**src/rtl/pcie_bringup_pkg.sv**
```systemverilog
package pcie_bringup_pkg;

  localparam int STATE_W = 5;

  typedef enum logic [STATE_W-1:0] {
    ST_IDLE      = 5'd0,
    ST_CTRL_RST  = 5'd1,
    ST_BRD_RST   = 5'd2,
    ST_PWR_WAIT  = 5'd3,
    ST_CTRL_REL  = 5'd4,
    ST_BRD_REL   = 5'd5,
    ST_AUX_ON    = 5'd6,
    ST_HOLD      = 5'd7,
    ST_PWRUP     = 5'd8,
    ST_PROG      = 5'd9,
    ST_AUX_OFF   = 5'd10,
    ST_UNHOLD    = 5'd11,
    ST_AUX_BACK  = 5'd12,
    ST_TYPE      = 5'd13,
    ST_READY     = 5'd14,
    ST_DOWN_CTRL = 5'd15,
    ST_DOWN_BRD  = 5'd16
  } seq_state_e;

  typedef struct packed {
    logic slot_pwr;
    logic ctrl_perst_n;
    logic brd_perst_n;
    logic aux_clk;
    logic phy_hold;
    logic pwrup_rst_n;
    logic prog_start;
    logic ready;
  } ctl_t;

endpackage

```
**src/rtl/bringup_timer.sv**
```systemverilog
module bringup_timer #(
  parameter int CYCLES = 10_000_000
) (
  input  logic clk,
  input  logic rst_n,
  input  logic run_i,
  output logic expired_o
);
  localparam int CNT_W = (CYCLES > 1) ? $clog2(CYCLES) : 1;
  localparam logic [CNT_W-1:0] LAST = CNT_W'(CYCLES - 1);

  logic [CNT_W-1:0] cnt_q, cnt_d;
  logic             cnt_en;

  assign expired_o = run_i && (cnt_q == LAST);

  always_comb begin
    cnt_en = 1'b0;
    cnt_d  = cnt_q;
    if (!run_i) begin
      cnt_en = (cnt_q != '0);
      cnt_d  = '0;
    end else if (cnt_q != LAST) begin
      cnt_en = 1'b1;
      cnt_d  = cnt_q + 1'b1;
    end
  end

  always_ff @(posedge clk or negedge rst_n) begin
    if (!rst_n)      cnt_q <= '0;
    else if (cnt_en) cnt_q <= cnt_d;
  end
endmodule

```
**src/rtl/bringup_fsm.sv**
```systemverilog
module bringup_fsm
  import pcie_bringup_pkg::*;
(
  input  logic       clk,
  input  logic       rst_n,
  input  logic       start_i,
  input  logic       shutdown_i,
  input  logic       prog_done_i,
  input  logic       wait_done_i,
  output seq_state_e state_q,
  output seq_state_e state_d
);
  logic in_down;
  assign in_down = (state_q == ST_DOWN_CTRL) || (state_q == ST_DOWN_BRD);

  always_comb begin
    state_d = state_q;
    if (shutdown_i && !in_down) begin
      state_d = ST_DOWN_CTRL;
    end else begin
      unique case (state_q)
        ST_IDLE:      if (start_i) state_d = ST_CTRL_RST;
        ST_CTRL_RST:  state_d = ST_BRD_RST;
        ST_BRD_RST:   state_d = ST_PWR_WAIT;
        ST_PWR_WAIT:  if (wait_done_i) state_d = ST_CTRL_REL;
        ST_CTRL_REL:  state_d = ST_BRD_REL;
        ST_BRD_REL:   state_d = ST_AUX_ON;
        ST_AUX_ON:    state_d = ST_HOLD;
        ST_HOLD:      state_d = ST_PWRUP;
        ST_PWRUP:     state_d = ST_PROG;
        ST_PROG:      if (prog_done_i) state_d = ST_AUX_OFF;
        ST_AUX_OFF:   state_d = ST_UNHOLD;
        ST_UNHOLD:    state_d = ST_AUX_BACK;
        ST_AUX_BACK:  state_d = ST_TYPE;
        ST_TYPE:      state_d = ST_READY;
        ST_READY:     state_d = ST_READY;
        ST_DOWN_CTRL: state_d = ST_DOWN_BRD;
        ST_DOWN_BRD:  state_d = ST_IDLE;
        default:      state_d = ST_IDLE;
      endcase
    end
  end

  always_ff @(posedge clk or negedge rst_n) begin
    if (!rst_n)                  state_q <= ST_IDLE;
    else if (state_d != state_q) state_q <= state_d;
  end
endmodule

```
**src/rtl/bringup_outreg.sv**
```systemverilog
module bringup_outreg
  import pcie_bringup_pkg::*;
#(
  parameter int DEV_TYPE_W = 4,
  parameter int RC_TYPE    = 4
) (
  input  logic                  clk,
  input  logic                  rst_n,
  input  seq_state_e            state_q,
  input  seq_state_e            state_d,
  output ctl_t                  ctl_q,
  output logic [DEV_TYPE_W-1:0] dev_type_q
);
  ctl_t                  ctl_d;
  logic [DEV_TYPE_W-1:0] dev_type_d;
  logic                  upd_en;

  // Each state applies its action once, on the edge that enters it.
  always_comb begin
    ctl_d            = ctl_q;
    ctl_d.prog_start = 1'b0;
    dev_type_d       = dev_type_q;
    if (state_d != state_q) begin
      unique case (state_d)
        ST_IDLE:      begin ctl_d = '0; dev_type_d = '0; end
        ST_CTRL_RST:  ctl_d.ctrl_perst_n = 1'b0;
        ST_BRD_RST:   ctl_d.brd_perst_n  = 1'b0;
        ST_PWR_WAIT:  ctl_d.slot_pwr     = 1'b1;
        ST_CTRL_REL:  ctl_d.ctrl_perst_n = 1'b1;
        ST_BRD_REL:   ctl_d.brd_perst_n  = 1'b1;
        ST_AUX_ON:    ctl_d.aux_clk      = 1'b1;
        ST_HOLD:      ctl_d.phy_hold     = 1'b1;
        ST_PWRUP:     ctl_d.pwrup_rst_n  = 1'b1;
        ST_PROG:      ctl_d.prog_start   = 1'b1;
        ST_AUX_OFF:   ctl_d.aux_clk      = 1'b0;
        ST_UNHOLD:    ctl_d.phy_hold     = 1'b0;
        ST_AUX_BACK:  ctl_d.aux_clk      = 1'b1;
        ST_TYPE:      dev_type_d         = DEV_TYPE_W'(RC_TYPE);
        ST_READY:     ctl_d.ready        = 1'b1;
        ST_DOWN_CTRL: ctl_d.ctrl_perst_n = 1'b0;
        ST_DOWN_BRD:  ctl_d.brd_perst_n  = 1'b0;
        default:      ctl_d = '0;
      endcase
    end
  end

  assign upd_en = (state_d != state_q) || ctl_q.prog_start;

  always_ff @(posedge clk or negedge rst_n) begin
    if (!rst_n) begin
      ctl_q      <= '0;
      dev_type_q <= '0;
    end else if (upd_en) begin
      ctl_q      <= ctl_d;
      dev_type_q <= dev_type_d;
    end
  end
endmodule

```
**src/rtl/pcie_bringup_seq.sv**
```systemverilog
module pcie_bringup_seq
  import pcie_bringup_pkg::*;
#(
  parameter int PWR_WAIT_CYCLES = 10_000_000,
  parameter int DEV_TYPE_W      = 4,
  parameter int RC_TYPE         = 4
) (
  input  logic                  clk,
  input  logic                  rst_n,
  input  logic                  start_i,
  input  logic                  shutdown_i,
  input  logic                  prog_done_i,
  output logic                  slot_pwr_en_o,
  output logic                  ctrl_perst_n_o,
  output logic                  board_perst_n_o,
  output logic                  aux_clk_en_o,
  output logic                  phy_hold_o,
  output logic                  pwrup_rst_n_o,
  output logic [DEV_TYPE_W-1:0] dev_type_o,
  output logic                  prog_start_o,
  output logic                  ready_o,
  output logic [STATE_W-1:0]    state_o
);
  seq_state_e state_q, state_d;
  ctl_t       ctl_q;
  logic       wait_done;

  bringup_timer #(.CYCLES(PWR_WAIT_CYCLES)) u_timer (
    .clk       (clk),
    .rst_n     (rst_n),
    .run_i     (state_q == ST_PWR_WAIT),
    .expired_o (wait_done)
  );

  bringup_fsm u_fsm (
    .clk         (clk),
    .rst_n       (rst_n),
    .start_i     (start_i),
    .shutdown_i  (shutdown_i),
    .prog_done_i (prog_done_i),
    .wait_done_i (wait_done),
    .state_q     (state_q),
    .state_d     (state_d)
  );

  bringup_outreg #(.DEV_TYPE_W(DEV_TYPE_W), .RC_TYPE(RC_TYPE)) u_out (
    .clk        (clk),
    .rst_n      (rst_n),
    .state_q    (state_q),
    .state_d    (state_d),
    .ctl_q      (ctl_q),
    .dev_type_q (dev_type_o)
  );

  assign slot_pwr_en_o   = ctl_q.slot_pwr;
  assign ctrl_perst_n_o  = ctl_q.ctrl_perst_n;
  assign board_perst_n_o = ctl_q.brd_perst_n;
  assign aux_clk_en_o    = ctl_q.aux_clk;
  assign phy_hold_o      = ctl_q.phy_hold;
  assign pwrup_rst_n_o   = ctl_q.pwrup_rst_n;
  assign prog_start_o    = ctl_q.prog_start;
  assign ready_o         = ctl_q.ready;
  assign state_o         = state_q;
endmodule

```
**config.mk**
```make
export PLATFORM = sky130hd
export DESIGN_NAME = pcie_bringup_seq
export DESIGN_NICKNAME = d
export VERILOG_FILES = /design/src/rtl/pcie_bringup_pkg.sv /design/src/rtl/bringup_timer.sv /design/src/rtl/bringup_fsm.sv /design/src/rtl/bringup_outreg.sv /design/src/rtl/pcie_bringup_seq.sv
export SDC_FILE = /design/constraint.sdc
export NUM_CORES = 1
export LEC_CHECK = 0
export ABC_AREA = 0
export BUFFER_PORTS_ARGS = -buffer_cell sky130_fd_sc_hd__buf_2
export CORE_UTILIZATION = 60
export CTS_CLUSTER_SIZE = 24
export DETAILED_ROUTE_END_ITERATION = 12
export GPL_ROUTABILITY_DRIVEN = 1
export GPL_TIMING_DRIVEN = 0
export PLACE_DENSITY = 0.91
export SLEW_MARGIN = 15
export SYNTH_ARGS = -nofsm -noshare
export SYNTH_HDL_FRONTEND = slang
export SYNTH_SLANG_ARGS = --single-unit
```
**constraint.sdc**
```tcl
create_clock -name clk -period 6.6 [get_ports clk]
set_input_delay 1.32 -clock clk [delete_from_list [all_inputs] [get_ports clk]]
set_output_delay 1.32 -clock clk [all_outputs]
set_load 0.02 [all_outputs]
```
==> impl_summary.txt <==
----------------------------------------------------
[Status]
  Outcome ... finished clean

[Critical path]
  Critical path endpoint category ... flip-flop
  Setup crit start kind ... input port
  Data arrival time of the critical path ... 3.76 ns
  Largest stage delay, worst path ... 0.36 ns
  CP Data Required Time ... 6.76 ns
  Slowest cell on the critical path ... sky130_fd_sc_hd__or3_4
  Cell-by-cell trace of the critical path ... buf_2, clkbuf_1, a211o_1, o211ai_1, or2_2, clkbuf_1, inv_1, nor3_1, a211o_1, or3_4, nor3_2, o211ai_1
  Crit path launch ... shutdown_i
  Worst flop-to-flop path startpoint ... u_timer.cnt_q[14]$_DFFE_PN0P_
  Setup Crit Path Kind ... input port to flip-flop
  Worst-path fanout max ... 10

[Clock tree]
  H-tree Lvls ... 2
  Post-cts resize count ... 0
  Buffers inserted by post-CTS timing repair ... 0
  Number of hold-repair buffers added at the cts stage ... 0
  Insertion delay of the later-clocked pin in the worst-skew pair ... 0.29 ns
  Clock slew at the register clock pins of the worst setup and hold paths ... 0.07 ns
  Clock root buffer ... sky130_fd_sc_hd__clkbuf_8
  TritonCTS clock tree ... built
  CTS max path bufs ... 2
  Clock tree sinks ... 38
  TritonCTS buffer count ... 5

[Cells and area]
  FF+latch area ... 951 sq um
  Final-layout fill cell count ... 318
  Antenna cell count ... 0
  Synthesis-to-layout area growth ... 10.2%
  Layout net count ... 338
  Commonest non-fill, non-tap cell in the layout ... sky130_fd_sc_hd__dfrtp_1
  Fraction of final layout cells sized beyond drive strength 1 ... 0.133
  Area of the multi-input gates ... 1420 sq um
  Top library cells by usage in the layout, fill and taps aside ... sky130_fd_sc_hd__dfrtp_1, sky130_fd_sc_hd__nor2_1, sky130_fd_sc_hd__nand2_1

[Power]
  Power Dens Cells ... 409 nW/um^2
  Leakage ... 0.00118 uW
  Total chip power ... 1130 uW
  Max rail drop VDD ... 188 uV

[Die]
  Width of the die ... 66.6 um
  IO Count ... 22
  Die ar. ... 4430 sq um
  Initial standard-cell utilization of the core ... 0.625
  Height of the die ... 66.6 um
  Site row count ... 23
  Placeable core area ... 4000 sq um

[Hold path]
  Type of the worst min-delay path ... flip-flop to flip-flop
  Min-delay src ... u_out.ctl_q[7]$_DFFE_PN0P_

[Placed design]
  # port buffers ... 18
  HPWL reported at the end of detailed placement ... 4530 um
  Gpl congestion ... 0.893

[Synth]
  Synthesized cell area ... 2500 sq um
  Share of flip-flops with an asynchronous set or reset ... 1.00
  Total number of yosys warnings ... 0
  Cell variety after synth ... 60
  Synth Area per Inst ... 8.23 sq um
  Synthesized instance count ... 304
  Post-synth EDFFs ... 0
  Commonest register cell after synthesis ... sky130_fd_sc_hd__dfrtp_1
  Sequential area share after synthesis ... 0.380
  Flop and latch count out of synthesis ... 38

[Detailed routing]
  Vias post-DR ... 2,465
  Iteration-0 DRC count of the detailed router ... 285
  Antenna violation net count after detailed routing ... 0
  First-pass detailed-route iteration total ... 5
  Final routed DRC violation total ... 0
  Vias per cell ... 6.45
  Post-DR wirelength/cell ... 16.2 um
  Routed wire length ... 6180 um

[Timing]
  Number of endpoints failing setup at the final stage ... 0
  Fmax ... 278 MHz
  Final period utilization ... 0.545
  Final hold vios ... 0
  Setup_tns ... 0 ns
  Final period demand of the worst path ... 3.60 ns
  Final max-slew violation count ... 0
  Headroom to the max-slew limit ... 0.433
  Post-route clock skew ... 0.0140 ns
  Unrepaired setup endpoints after global routing ... no
  Slew at the pin with the worst max-slew slack ... 0.851 ns

[Flow run]
  Max_cap viols ... 0

[GRT]
  Maximum number of pins on one net before global-route repair ... 39
  Wire length of the first global-routing pass ... 10,300 um
  Total global routing track utilization ... 0.309
  Vias in the first global route ... 2,198
  Overflow after GRT ... 0
  Number of antenna violations at the first check in global routing ... 0

----------------------------------------------------
-- routing by layer --
metal | global-route usage | part of all wire
met4 | 0.101 | 0.017
met3 | 0.0616 | 0.068
met5 | 0 | 0
met1 | 0.422 | 0.44
met2 | 0.490 | 0.47
-- critical path, delay by kind of cell --
kind	cells	cell delay, ns
AND/OR/NAND/NOR	4	1.02
buffers and inverters	4	0.79
AO/OA/AOI/OAI	4	0.62
-- cells in the mapped netlist (3+ instances only) --
master	n	area [sq um]
sky130_fd_sc_hd__nor2_1	31	116
sky130_fd_sc_hd__buf_4	3	22.5
sky130_fd_sc_hd__or3_1	4	25.0
sky130_fd_sc_hd__nor3_1	11	55.1
sky130_fd_sc_hd__a31oi_1	7	43.8
sky130_fd_sc_hd__nand4_1	8	50.1
sky130_fd_sc_hd__clkbuf_1	10	37.5
sky130_fd_sc_hd__xor2_1	6	52.6
sky130_fd_sc_hd__and3_1	8	50.1
sky130_fd_sc_hd__a21oi_1	15	75.1
sky130_fd_sc_hd__a211oi_1	3	22.5
sky130_fd_sc_hd__nand2_1	29	109
sky130_fd_sc_hd__o21a_1	4	30.0
sky130_fd_sc_hd__inv_1	12	45.0
sky130_fd_sc_hd__nand3_1	15	75.1
sky130_fd_sc_hd__nor4_1	3	18.8
sky130_fd_sc_hd__nand2b_1	4	25.0
sky130_fd_sc_hd__xnor2_1	3	26.3
sky130_fd_sc_hd__dfrtp_1	38	951
sky130_fd_sc_hd__a21o_1	4	30.0
sky130_fd_sc_hd__o21ai_0	27	135
sky130_fd_sc_hd__or4_1	4	30.0
sky130_fd_sc_hd__o211ai_1	6	45.0
-- power breakdown --
part	internal [uW]	switching, uW
combinational	229	434
clock	83.9	83.5
sequential	269	29.0
total	582	547
-- kinds of logic after synthesis --
logic type	count (synthesis)	synth area share
buffers and inverters	30	0.0535
xor gates and xnor gates	9	0.0315
and+or+nand+nor	137	0.297
muxes	1	0.00400
adders and majority gates	2	0.0100
AOI/OAI and AO/OA	86	0.222
other	1	0.00150
DFF	38	0.380
-- final timing paths --
check / to / cells past startpoint / slack, ns
max: u_out.ctl_q[3]$_DFFE_PN0P_ / 12 / 3.00
min: u_out.ctl_q[7]$_DFFE_PN0P_ / 1 / 0.48
max reg2reg: u_out.ctl_q[3]$_DFFE_PN0P_ / 8 / 3.57
min reg2reg: u_out.ctl_q[7]$_DFFE_PN0P_ / 1 / 0.48
max in group asynchronous: u_timer.cnt_q[20]$_DFFE_PN0P_ / 1 / 4.92
min in group asynchronous: u_out.ctl_q[5]$_DFFE_PN0P_ / 1 / 1.12
-- sequential cells by signal, summed over array words and instances (netlist names) --
name	cells
u_out.dev_type_q	1
u_out.ctl_q	8
u_fsm.state_q	5
u_timer.cnt_q	24
-- metrics by stage --
step           utilization  cell area (sq um)  hold slack (ns)  instances  setup slack, ns
2_1_floorplan            -               2510            0.476        306             3.20
3_3_place_gp         0.665               2660            0.459        374             2.76
3_5_place_dp         0.665               2660            0.468        374             2.74
4_1_cts              0.689               2760            0.486        382             3.04
5_1_grt              0.689               2760            0.508        382             2.87
6_report             0.689               2760            0.482        382             3.00
-- layout make-up --
type / instances / area share
inverters: 12 / 0.0163
clock inverters: 2 / 0.00454
clock buffers: 6 / 0.0300
multi-input cells: 238 / 0.517
flip-flops and latches: 38 / 0.345
well taps: 50 / 0.0227
plain buffers: 18 / 0.0322
repair buffers: 18 / 0.0327
Power figures use the tool's default switching activity.
